File: config.mk
export PLATFORM = sky130hd
export DESIGN_NAME = wl_seed_gen
export DESIGN_NICKNAME = d
export VERILOG_FILES = /design/src/rtl/wl_seed_pkg.sv /design/src/rtl/wl_seed_select.sv /design/src/rtl/wl_seed_encode.sv /design/src/rtl/wl_seed_gen.sv
export SDC_FILE = /design/constraint.sdc
export NUM_CORES = 1
export LEC_CHECK = 0
export BUFFER_PORTS_ARGS = -buffer_cell sky130_fd_sc_hd__buf_2
export CAP_MARGIN = 20
export CORE_MARGIN = 1
export CORE_UTILIZATION = 65
export CTS_CLUSTER_DIAMETER = 100
export DETAILED_ROUTE_END_ITERATION = 12
export PLACE_DENSITY = 0.84
export SLEW_MARGIN = 0
export SYNTH_ARGS = -nofsm -noshare
export SYNTH_HDL_FRONTEND = slang
export SYNTH_HIERARCHICAL = 1
export SYNTH_SLANG_ARGS = --single-unit
File: constraint.sdc
create_clock -name clk -period 1.8 [get_ports clk]
set_clock_uncertainty 0.2 [all_clocks]
set_input_delay 0.18 -clock clk [delete_from_list [all_inputs] [get_ports clk]]
set_output_delay 0.18 -clock clk [all_outputs]
set_load 0.02 [all_outputs]
File: src/rtl/wl_seed_pkg.sv
package wl_seed_pkg;

  localparam int SPD_MAX_W = 16;

  typedef enum logic [1:0] {
    DIMM_UNBUF   = 2'd0,
    DIMM_REG     = 2'd1,
    DIMM_SMALL   = 2'd2,
    DIMM_LOADRED = 2'd3
  } dimm_kind_e;

  localparam logic [7:0] REG_LAT_LO = 8'h20;
  localparam logic [7:0] REG_LAT_HI = 8'h30;

  // First pass: fixed seed by module kind, control-word bit 0 and speed grade.
  function automatic logic [7:0] first_pass_seed(dimm_kind_e kind, logic cw0, logic slow_grade);
    logic [7:0] s;
    unique case (kind)
      DIMM_REG:     s = slow_grade ? (cw0 ? 8'h4B : 8'h3B) : (cw0 ? 8'h51 : 8'h41);
      DIMM_SMALL:   s = 8'h12;
      DIMM_LOADRED: s = 8'h00;
      default:      s = 8'h1A;
    endcase
    return s;
  endfunction

  // Second pass: scale the delay above the register latency by cur/prev.
  function automatic logic [7:0] rescale_seed(logic [7:0] trained,
                                              logic [SPD_MAX_W-1:0] cur,
                                              logic [SPD_MAX_W-1:0] prev,
                                              dimm_kind_e kind, logic cw0);
    logic [7:0] base;
    logic [7:0] span;
    logic [SPD_MAX_W+7:0] prod;
    logic [SPD_MAX_W+7:0] quot;
    base = (kind == DIMM_REG) ? (cw0 ? REG_LAT_HI : REG_LAT_LO) : 8'h00;
    span = (trained > base) ? (trained - base) : 8'h00;
    prod = {{SPD_MAX_W{1'b0}}, span} * {8'h00, cur};
    quot = prod / {8'h00, prev};
    return base + quot[7:0];
  endfunction

  // Pre-gross encoding: odd gross -> 1, even gross -> 2, fine part kept.
  function automatic logic [7:0] pregross_encode(logic [7:0] s);
    return s[5] ? {3'b001, s[4:0]} : {3'b010, s[4:0]};
  endfunction

endpackage

File: src/rtl/wl_seed_select.sv
module wl_seed_select
  import wl_seed_pkg::*;
#(
  parameter int NUM_LANES      = 9,
  parameter int LANE_W         = 4,
  parameter int SPD_W          = 12,
  parameter int SPD_SLOW_GRADE = 333
) (
  input  logic              clk,
  input  logic              rst_n,
  input  logic              req_valid,
  input  logic [LANE_W-1:0] req_lane,
  input  logic              req_pass2,
  input  logic [1:0]        req_dimm,
  input  logic              req_cw_bit0,
  input  logic              req_ovr_valid,
  input  logic [7:0]        req_ovr_seed,
  input  logic              req_adj_mode,
  input  logic [SPD_W-1:0]  spd_cur,
  input  logic [SPD_W-1:0]  spd_prev,
  input  logic [SPD_W-1:0]  spd_startup,
  input  logic [7:0]        old_dly,
  output logic              s1_vld,
  output logic [LANE_W-1:0] s1_lane,
  output logic [7:0]        s1_raw,
  output logic              s1_adj
);

  dimm_kind_e kind;
  logic       lane_ok;
  logic       pass2_skip;
  logic       accept;
  logic       slow_grade;
  logic [7:0] seed_p1;
  logic [7:0] seed_p2;
  logic [7:0] seed_sel;

  assign kind       = dimm_kind_e'(req_dimm);
  assign lane_ok    = 32'(req_lane) < NUM_LANES;
  assign pass2_skip = req_pass2 && ((spd_cur <= spd_startup) || (spd_prev == '0));
  assign accept     = req_valid && lane_ok && !pass2_skip;
  assign slow_grade = spd_cur == SPD_W'(SPD_SLOW_GRADE);

  assign seed_p1  = req_ovr_valid ? req_ovr_seed
                                  : first_pass_seed(kind, req_cw_bit0, slow_grade);
  assign seed_p2  = rescale_seed(old_dly, SPD_MAX_W'(spd_cur), SPD_MAX_W'(spd_prev),
                                 kind, req_cw_bit0);
  assign seed_sel = req_pass2 ? seed_p2 : seed_p1;

  always_ff @(posedge clk or negedge rst_n) begin
    if (!rst_n) begin
      s1_vld  <= 1'b0;
      s1_lane <= '0;
      s1_raw  <= '0;
      s1_adj  <= 1'b0;
    end else begin
      s1_vld <= accept;
      if (accept) begin
        s1_lane <= req_lane;
        s1_raw  <= seed_sel;
        s1_adj  <= req_adj_mode;
      end
    end
  end


  pass2_skip_chk: assert property (@(posedge clk) disable iff (!rst_n)
    (req_valid && req_pass2 && (spd_cur <= spd_startup)) |=> !s1_vld);


  lane_range_chk: assert property (@(posedge clk) disable iff (!rst_n)
    (req_valid && !lane_ok) |=> !s1_vld);

endmodule

File: src/rtl/wl_seed_encode.sv
module wl_seed_encode
  import wl_seed_pkg::*;
#(
  parameter int LANE_W = 4
) (
  input  logic              clk,
  input  logic              rst_n,
  input  logic              s1_vld,
  input  logic [LANE_W-1:0] s1_lane,
  input  logic [7:0]        s1_raw,
  input  logic              s1_adj,
  output logic              out_valid,
  output logic [LANE_W-1:0] out_lane,
  output logic [7:0]        out_raw,
  output logic [7:0]        out_seed
);

  logic [7:0] enc_seed;
  assign enc_seed = s1_adj ? pregross_encode(s1_raw) : s1_raw;

  always_ff @(posedge clk or negedge rst_n) begin
    if (!rst_n) begin
      out_valid <= 1'b0;
      out_lane  <= '0;
      out_raw   <= '0;
      out_seed  <= '0;
    end else begin
      out_valid <= s1_vld;
      if (s1_vld) begin
        out_lane <= s1_lane;
        out_raw  <= s1_raw;
        out_seed <= enc_seed;
      end
    end
  end


  stage_advance_chk: assert property (@(posedge clk) disable iff (!rst_n)
    s1_vld |=> (out_valid && out_lane == $past(s1_lane)));


  no_spurious_out_chk: assert property (@(posedge clk) disable iff (!rst_n)
    !s1_vld |=> !out_valid);


  fine_kept_chk: assert property (@(posedge clk) disable iff (!rst_n)
    out_valid |-> (out_seed[4:0] == out_raw[4:0]));

endmodule

File: src/rtl/wl_seed_gen.sv
module wl_seed_gen
  import wl_seed_pkg::*;
#(
  parameter int NUM_LANES      = 9,
  parameter int LANE_W         = $clog2(NUM_LANES),
  parameter int SPD_W          = 12,
  parameter int SPD_SLOW_GRADE = 333
) (
  input  logic              clk,
  input  logic              rst_n,
  input  logic              req_valid,
  input  logic [LANE_W-1:0] req_lane,
  input  logic              req_pass2,
  input  logic [1:0]        req_dimm,
  input  logic              req_cw_bit0,
  input  logic              req_ovr_valid,
  input  logic [7:0]        req_ovr_seed,
  input  logic              req_adj_mode,
  input  logic [SPD_W-1:0]  spd_cur,
  input  logic [SPD_W-1:0]  spd_prev,
  input  logic [SPD_W-1:0]  spd_startup,
  input  logic [7:0]        old_dly,
  output logic              out_valid,
  output logic [LANE_W-1:0] out_lane,
  output logic [7:0]        out_raw,
  output logic [7:0]        out_seed
);

  logic              s1_vld;
  logic [LANE_W-1:0] s1_lane;
  logic [7:0]        s1_raw;
  logic              s1_adj;

  wl_seed_select #(
    .NUM_LANES(NUM_LANES), .LANE_W(LANE_W), .SPD_W(SPD_W), .SPD_SLOW_GRADE(SPD_SLOW_GRADE)
  ) u_select (
    .clk(clk), .rst_n(rst_n), .req_valid(req_valid), .req_lane(req_lane),
    .req_pass2(req_pass2), .req_dimm(req_dimm), .req_cw_bit0(req_cw_bit0),
    .req_ovr_valid(req_ovr_valid), .req_ovr_seed(req_ovr_seed), .req_adj_mode(req_adj_mode),
    .spd_cur(spd_cur), .spd_prev(spd_prev), .spd_startup(spd_startup), .old_dly(old_dly),
    .s1_vld(s1_vld), .s1_lane(s1_lane), .s1_raw(s1_raw), .s1_adj(s1_adj)
  );

  wl_seed_encode #(.LANE_W(LANE_W)) u_encode (
    .clk(clk), .rst_n(rst_n), .s1_vld(s1_vld), .s1_lane(s1_lane), .s1_raw(s1_raw),
    .s1_adj(s1_adj), .out_valid(out_valid), .out_lane(out_lane), .out_raw(out_raw),
    .out_seed(out_seed)
  );


  out_lane_range_chk: assert property (@(posedge clk) disable iff (!rst_n)
    out_valid |-> (32'(out_lane) < NUM_LANES));

endmodule

==> results of run 1 <==
[cell usage after synthesis (all sizes together) (42+ instances only)]
cell / number / share of area [%]
inv: 133 / 2.8
nor3: 132 / 3.8
and3: 72 / 2.6
xnor2: 70 / 3.4
o21a: 110 / 4.6
nand3: 56 / 1.6
o31ai: 56 / 2.4
a21oi: 146 / 4.2
o21ai: 116 / 3.3
fa: 61 / 6.9
clkbuf: 42 / 0.89
ha: 279 / 20
a21o: 57 / 2.4
nor2: 164 / 3.5
mux2: 64 / 4.2
and2: 42 / 1.5
nand2: 236 / 5.0
[logic make-up after synthesis]
group	after synthesis	share of synthesized area, %
xor+xnor	102	5.02
mux	81	5.15
compound gates	744	29.8
simple gates	875	24.8
other cells	1	0.0211
flops	29	4.08
fa+ha+maj	340	26.5
buf+inv	200	4.66
[through the flow]
stage,cells,util [%]
3_5_place_dp,3653,97.0
3_3_place_gp,3653,97.0
2_1_floorplan,2375,-
==> flow_metrics.py, run 1 <==
metrics = {
    "synth": {
        "synth.yosys.seq_area_share_pct": 4.08,
        "synthArstFlopShare_pct": 100,
        "yosys_warnings": 6,
        "synth_flop_cell": "dfrtp_1",
        "ys_types": 118,
        "synth_seq_cells": 29,
        "syn-cell-area_mm2": 0.0178,
        "syn_area_per_cell_um2": 7.50,
        "synthCells": 2372,
        "synth_edf_count": 0,
    },
    "cts": {
        "hold_buffers": 3,
        "root_buffer": "clkbuf_16",
        "ctsResizeCount": 343,
        "cts.path.max_buffers": 2,
        "postCtsSetupBuffers": 252,
        "htree_levels": 2,
        "cts.sinks": 29,
        "cts_buffers": 5,
    },
    "place": {
        "dpl_worst_slack_ns": -53.57,
        "port_buffers": 85,
        "dpl_cell_area_mm2": 0.0261,
        "hpwl_mm": 78.8,
        "gp_congestion": 1.05,
    },
    "floorplan": {
        "chipWidth_um": 167,
        "io_pins": 86,
        "start_util_pct": 66.2,
        "die_height_um": 167,
        "rows": 60,
    },
    "run_status": {
        "tool.error": "[ERROR DPL-0038] Utilization greater than 100%, impossible to legalize",
        "failing_step": "clock tree synthesis",
        "outcome": "did not finish",
    },
}
==> run 2: changes to the inputs <==
--- a/config.mk
+++ b/config.mk
@@ -8,10 +8,9 @@
 export BUFFER_PORTS_ARGS = -buffer_cell sky130_fd_sc_hd__buf_2
 export CAP_MARGIN = 20
 export CORE_MARGIN = 1
-export CORE_UTILIZATION = 65
-export CTS_CLUSTER_DIAMETER = 100
+export CORE_UTILIZATION = 40
 export DETAILED_ROUTE_END_ITERATION = 12
-export PLACE_DENSITY = 0.84
+export PLACE_DENSITY_LB_ADDON = 0.15
 export SLEW_MARGIN = 0
 export SYNTH_ARGS = -nofsm -noshare
 export SYNTH_HDL_FRONTEND = slang
==> run 2 against run 1 <==
The flow now finishes, with violations (negative hold slack, negative setup slack). Synthesized cell count did not move. Synthesized area unchanged.
==> flow_metrics.py, run 2 <==
metrics = {
    "run_status": {
        "outcome": "finished, violations left",
        "violations": "negative hold slack, negative setup slack",
    },
    "synth": {
        "yosys_warnings": 6,
        "synthCells": 2372,
        "yosys-top-cells-area": "ha_1, fa_1, nand2_1",
        "syn_area_per_cell_um2": 7.50,
        "ys_types": 118,
        "synth_top_area_cell": "ha_1",
        "synth_edf_count": 0,
        "syn-cell-area_mm2": 0.0178,
        "synthArstFlopShare_pct": 100,
        "yosysMostFrequentCell": "ha_1",
        "synth_flop_cell": "dfrtp_1",
        "synthTopCellsByCount": "ha_1, nand2_1, nor2_1, a21oi_1, inv_1",
        "synth.yosys.seq_area_share_pct": 4.08,
        "synth_seq_cells": 29,
        "yosys.area.top_type_share_pct": 19.6,
    },
    "global_route": {
        "grt_pass1_wl_mm": 113,
        "overflow": 0,
        "grt_start_max_net_pins": 30,
        "antenna_found_initial": 0,
        "grt_use_total_pct": 30.2,
        "grt_pass1_vias": 23400,
    },
    "place": {
        "port_buffers": 85,
        "hpwl_mm": 55.0,
        "gp_congestion": 0.935,
    },
    "sta": {
        "holdWs_ns": -0.00723,
        "finalHoldViolCount": 1,
        "clock.fmax_mhz": 19.9,
        "tightestPinTransition_ns": 0.649,
        "timing.setup.tns_ns": -327.93,
        "slew_viol_final": 0,
        "rsz0062_at_grt": "true",
        "period_share_pct": 2790,
        "period_minus_slack_ns": 50.20,
        "worst_slack_ns": -48.40,
        "relSlewSlack_pct": 56.7,
        "setup-violations-final": 14,
    },
    "setup_path": {
        "rrSetupSlack_ns": 0.59,
        "slowest_stage": "fa_2",
        "crit_type": "in2reg",
        "critPathMaxStageDelay_ns": 0.61,
        "cp_data_required_time_ns": 1.75,
        "cp-start-kind": "primary input",
        "end_kind": "register",
        "cp_max_fo": 8,
        "crit_top_cell": "o21a_1",
        "arrival_ns": 50.15,
    },
    "cts": {
        "cts.path.max_buffers": 2,
        "cts.sinks": 29,
        "clock_latency_ns": 0.27,
        "htree_levels": 2,
        "cts.clk_slew.worst_paths_ns": 0.05,
        "cts_tree": "yes",
        "cts_buffers": 5,
        "root_buffer": "clkbuf_16",
    },
    "finish": {
        "reg.largest.list": "u_encode/out_raw (8), u_select/s1_raw (8)",
        "drive_gt1_share_pct": 48.3,
        "final_nets": 4000,
        "ff_latch_area_um2": 726,
        "multi_input_area_mm2": 0.0185,
        "mostFrequentLayoutCells": "buf_4, ha_1, nand2_1, nor2_1, nor3_1",
        "diodes": 0,
        "mostFrequentLayoutCell": "buf_4",
        "syn2layout_area_growth_pct": 70.3,
        "finalCoreUtilization_pct": 69.8,
        "n_fill_cell": 3416,
    },
    "floorplan": {
        "start_util_pct": 40.9,
        "fp.coreArea_mm2": 0.0435,
        "chipWidth_um": 213,
        "die_height_um": 213,
        "rows": 76,
        "die_area_mm2": 0.0453,
        "io_pins": 86,
    },
    "route": {
        "ant_nets": 0,
        "firstDrtPassIters": 5,
        "wirelength_mm": 72.5,
        "vias_per_cell": 5.58,
        "routedWlPerCell_um": 17.3,
        "vias": 23300,
        "post-route-drc-count": 0,
        "dr.first_iter.drc_count": 1291,
    },
    "hold_path": {
        "min_path_type": "in2reg",
    },
    "job": {
        "max_cap_violations": 0,
    },
}
## run 2: cell counts after synthesis
No cell type changed its count.
## run 2: through the flow
step                instances  setup WS [ns]  cell area [µm²]  hold slack (ns)
CTS                      4103         -47.46            28900          0.00349
floorplan                2375         -50.14            18900           -0.316
global route             4181         -50.56            30300           0.0142
finish                   4181         -48.40            30300         -0.00723
detailed placement       3978         -49.90            27000           0.0348
global placement         3978         -48.86            27000           0.0249
## run 2: cell type report
class                      count  share of cell area (%)
clock buffer                   5                   0.413
inverter                     133                    1.67
multi-input combinational   2148                    60.9
timing repair buffer        1278                    32.1
sequential                    29                    2.39
clock inverter                 3                  0.0578
tap                          585                    2.41
## run 2: kinds of logic (layout without fill, tap and decap cells)
family / after synthesis / count (layout) / share of synthesized area, %
mux: 81 / 81 / 5.15
compound gates: 744 / 745 / 29.8
xor+xnor: 102 / 102 / 5.02
fa+ha+maj: 340 / 340 / 26.5
flops: 29 / 29 / 4.08
other cells: 1 / 4 / 0.0211
buf+inv: 200 / 1419 / 4.66
simple gates: 875 / 876 / 24.8
## run 2: critical path: cells and delay by family
| family | cells | cell delay (ns) |
|---|---|---|
| xor+xnor | 2 | 0.21 |
| buf+inv | 46 | 5.90 |
| fa+ha+maj | 26 | 7.85 |
| simple gates | 64 | 10.72 |
| compound gates | 133 | 22.92 |
| mux | 8 | 2.39 |
## run 2: path summary, 6_finish.rpt
| path | start | endpoint | cells after the start |
|---|---|---|---|
| hold / removal | req_ovr_seed[3] | u_select/s1_raw[3] | 3 |
| min in group asynchronous | rst_n | u_encode/out_lane[2] | 2 |
| hold reg to reg | u_select/s1_lane[2] | u_select/s1_lane[2] | 2 |
| setup reg to reg | u_select/s1_vld | u_encode/out_raw[3] | 2 |
| setup / recovery | req_dimm[1] | u_select/s1_raw[0] | 279 |
| max in group asynchronous | rst_n | u_encode/out_seed[6] | 2 |
## run 2: repair_timing
item                                   in CTS  in global routing
endpoints found under the hold margin      32                  0
cloned                                      4                  4
setup endpoints to repair                  14                 14
setup buffers                             111                 76
hold buffers                                4                  0
pin swaps                                 111                107
resized for setup                         164                175
## run 2: per-layer routing
| metal | GRT usage [%] | vias up | wire [µm] |
|---|---|---|---|
| li1 | - | 11300 | - |
| met1 | 38.1 | 11200 | 31400 |
| met2 | 54.0 | 636 | 35500 |
| met3 | 1.69 | 181 | 3060 |
| met4 | 10.3 | 0 | 2510 |
| met5 | 0 | - | 0 |
Power of run 2 is left out: the tool's default activity adds up to more than one toggle a clock period on the data nets, which glitch-free logic cannot reach.
==> run 3: changes to the inputs <==
--- a/config.mk
+++ b/config.mk
@@ -10,6 +10,7 @@
 export CORE_MARGIN = 1
 export CORE_UTILIZATION = 40
 export DETAILED_ROUTE_END_ITERATION = 12
+export GPL_TIMING_DRIVEN = 0
 export PLACE_DENSITY_LB_ADDON = 0.15
 export SLEW_MARGIN = 0
 export SYNTH_ARGS = -nofsm -noshare
==> run 3 against run 2 <==
The run ends with negative setup slack left. Non-clock buffer count fell by 590. First-iteration DRC count fell by 4.3%. Clock-buffer cell count did not move. Via count fell by 9.1%. Flip-flop and latch count did not move. Worst setup slack got worse by 3.1 ns. Global-route usage fell by 2.9 points. Wire length fell by 9.9%. Register-to-register slack got worse by 0.10 ns. Critical endpoint unchanged.
==> flow_metrics.py, run 3 (synthesis gave the netlist of run 2 again) <==
metrics = {
    "run_status": {
        "outcome": "finished, violations left",
        "violations": "negative setup slack",
    },
    "cts": {
        "cts.path.max_buffers": 2,
        "cts.clk_slew.worst_paths_ns": 0.05,
        "clock_latency_ns": 0.27,
        "cts_buffers": 5,
        "htree_levels": 2,
        "cts.sinks": 29,
        "root_buffer": "clkbuf_16",
        "cts_tree": "yes",
    },
    "finish": {
        "n_fill_cell": 3724,
        "drive_gt1_share_pct": 39.0,
        "final_nets": 3409,
        "diodes": 0,
        "mostFrequentLayoutCell": "buf_4",
        "mostFrequentLayoutCells": "buf_4, ha_1, nand2_1, nor2_1, nor3_1",
        "syn2layout_area_growth_pct": 50.1,
        "reg.largest.list": "u_encode/out_raw (8), u_select/s1_raw (8)",
    },
    "route": {
        "post-route-drc-count": 0,
        "routedWlPerCell_um": 18.2,
        "vias": 21200,
        "ant_nets": 0,
        "dr.first_iter.drc_count": 1236,
        "vias_per_cell": 5.91,
        "firstDrtPassIters": 5,
        "wirelength_mm": 65.3,
    },
    "sta": {
        "setup-violations-final": 14,
        "relSlewSlack_pct": 16.4,
        "slew_viol_final": 0,
        "timing.setup.tns_ns": -346.81,
        "rsz0062_at_grt": "true",
        "worst_slack_ns": -51.53,
        "period_share_pct": 2960,
        "clock.fmax_mhz": 18.8,
        "finalHoldViolCount": 0,
        "tightestPinTransition_ns": 1.25,
        "period_minus_slack_ns": 53.33,
    },
    "floorplan": {
        "die_area_mm2": 0.0453,
        "die_height_um": 213,
        "fp.coreArea_mm2": 0.0435,
        "chipWidth_um": 213,
        "start_util_pct": 40.9,
        "io_pins": 86,
        "rows": 76,
    },
    "setup_path": {
        "end_kind": "register",
        "cp-start-kind": "primary input",
        "cp_data_required_time_ns": 1.70,
        "slowest_stage": "fa_1",
        "crit_top_cell": "o21a_1",
        "cp_max_fo": 10,
        "arrival_ns": 53.23,
        "critPathMaxStageDelay_ns": 0.54,
        "crit_type": "in2reg",
    },
    "global_route": {
        "grt_pass1_wl_mm": 102,
        "overflow": 0,
        "antenna_found_initial": 0,
        "grt_pass1_vias": 21000,
        "grt_start_max_net_pins": 30,
        "grt_use_total_pct": 27.3,
    },
    "place": {
        "hpwl_mm": 42.8,
        "port_buffers": 83,
        "gp_congestion": 0.896,
        "dpl_worst_slack_ns": -58.57,
    },
    "hold_path": {
        "min_path_type": "in2reg",
    },
    "job": {
        "max_cap_violations": 0,
    },
}
-- run 3: changes by cell type in the layout (fill, tap and decap cells not counted), sizes merged --
cell         before  now
buf            1269  647
clkbuf            9   39
bufinv            0    2
dlygate4sd3       4    6
a31o              7    6
clkinv            2    1
inv             133  132
nor2b            23   22
o21ai           116  117
-- run 3: timing repair --
action	CTS	global route
gates cloned	5	2
hold buffers	6	0
hold endpoints to repair	34	0
setup endpoints to repair	14	14
pin swaps	264	271
resized for setup	246	197
setup buffers	430	120
-- run 3: cell type report --
type / count / area, µm² / area share [%]
clock inverter: 3 / 65.1 / 0.244
multi-input combinational: 2147 / 19100 / 71.4
buffer: 64 / 689 / 2.58
sequential: 29 / 726 / 2.72
clock buffer: 5 / 125 / 0.469
tap: 585 / 732 / 2.74
inverter: 133 / 513 / 1.92
timing repair buffer: 624 / 4790 / 17.9
-- run 3: worst paths after layout --
kind / from / endpoint / slack, ns / cells after the start
setup / recovery: req_dimm[0] / u_select/s1_raw[0] / -51.53 / 294
hold / removal: req_ovr_seed[7] / u_select/s1_raw[7] / 0.01 / 3
setup reg to reg: u_select/s1_vld / u_encode/out_raw[1] / 0.49 / 3
hold reg to reg: u_select/s1_vld / u_encode/out_valid / 0.21 / 0
max in group asynchronous: rst_n / u_select/s1_raw[4] / 0.71 / 2
min in group asynchronous: rst_n / u_encode/out_lane[0] / 0.27 / 2
-- run 3: per-layer routing --
layer,up-vias,routed length [µm],track usage (%),share of wire (%)
met5,-,0,0,0
met4,0,1170,5.85,1.8
met3,112,2770,1.43,4.2
met2,632,31900,48.4,49
met1,10300,29500,36.2,45
li1,10200,-,-,-
-- run 3: metrics by stage --
step	util (%)	instances	instance area [µm²]	hold WS (ns)
finish	61.4	3590	26700	0.0128
global route	61.4	3590	26700	0.00936
CTS	57.4	3489	24900	0.00243
detailed placement	46.2	3045	20100	0.0444
global placement	46.1	3043	20000	0.0402
floorplan	-	2375	18900	-0.316
-- run 3: worst max-delay path: cells and delay by family --
| kind | cells | cell delay [ns] |
|---|---|---|
| adders and majority gates | 26 | 7.43 |
| and+or+nand+nor | 54 | 8.90 |
| muxes | 6 | 1.95 |
| buffers and inverters | 62 | 7.79 |
| xor gates and xnor gates | 1 | 0.12 |
| AOI/OAI and AO/OA | 145 | 26.75 |
Power of run 3 is left out for the same reason.
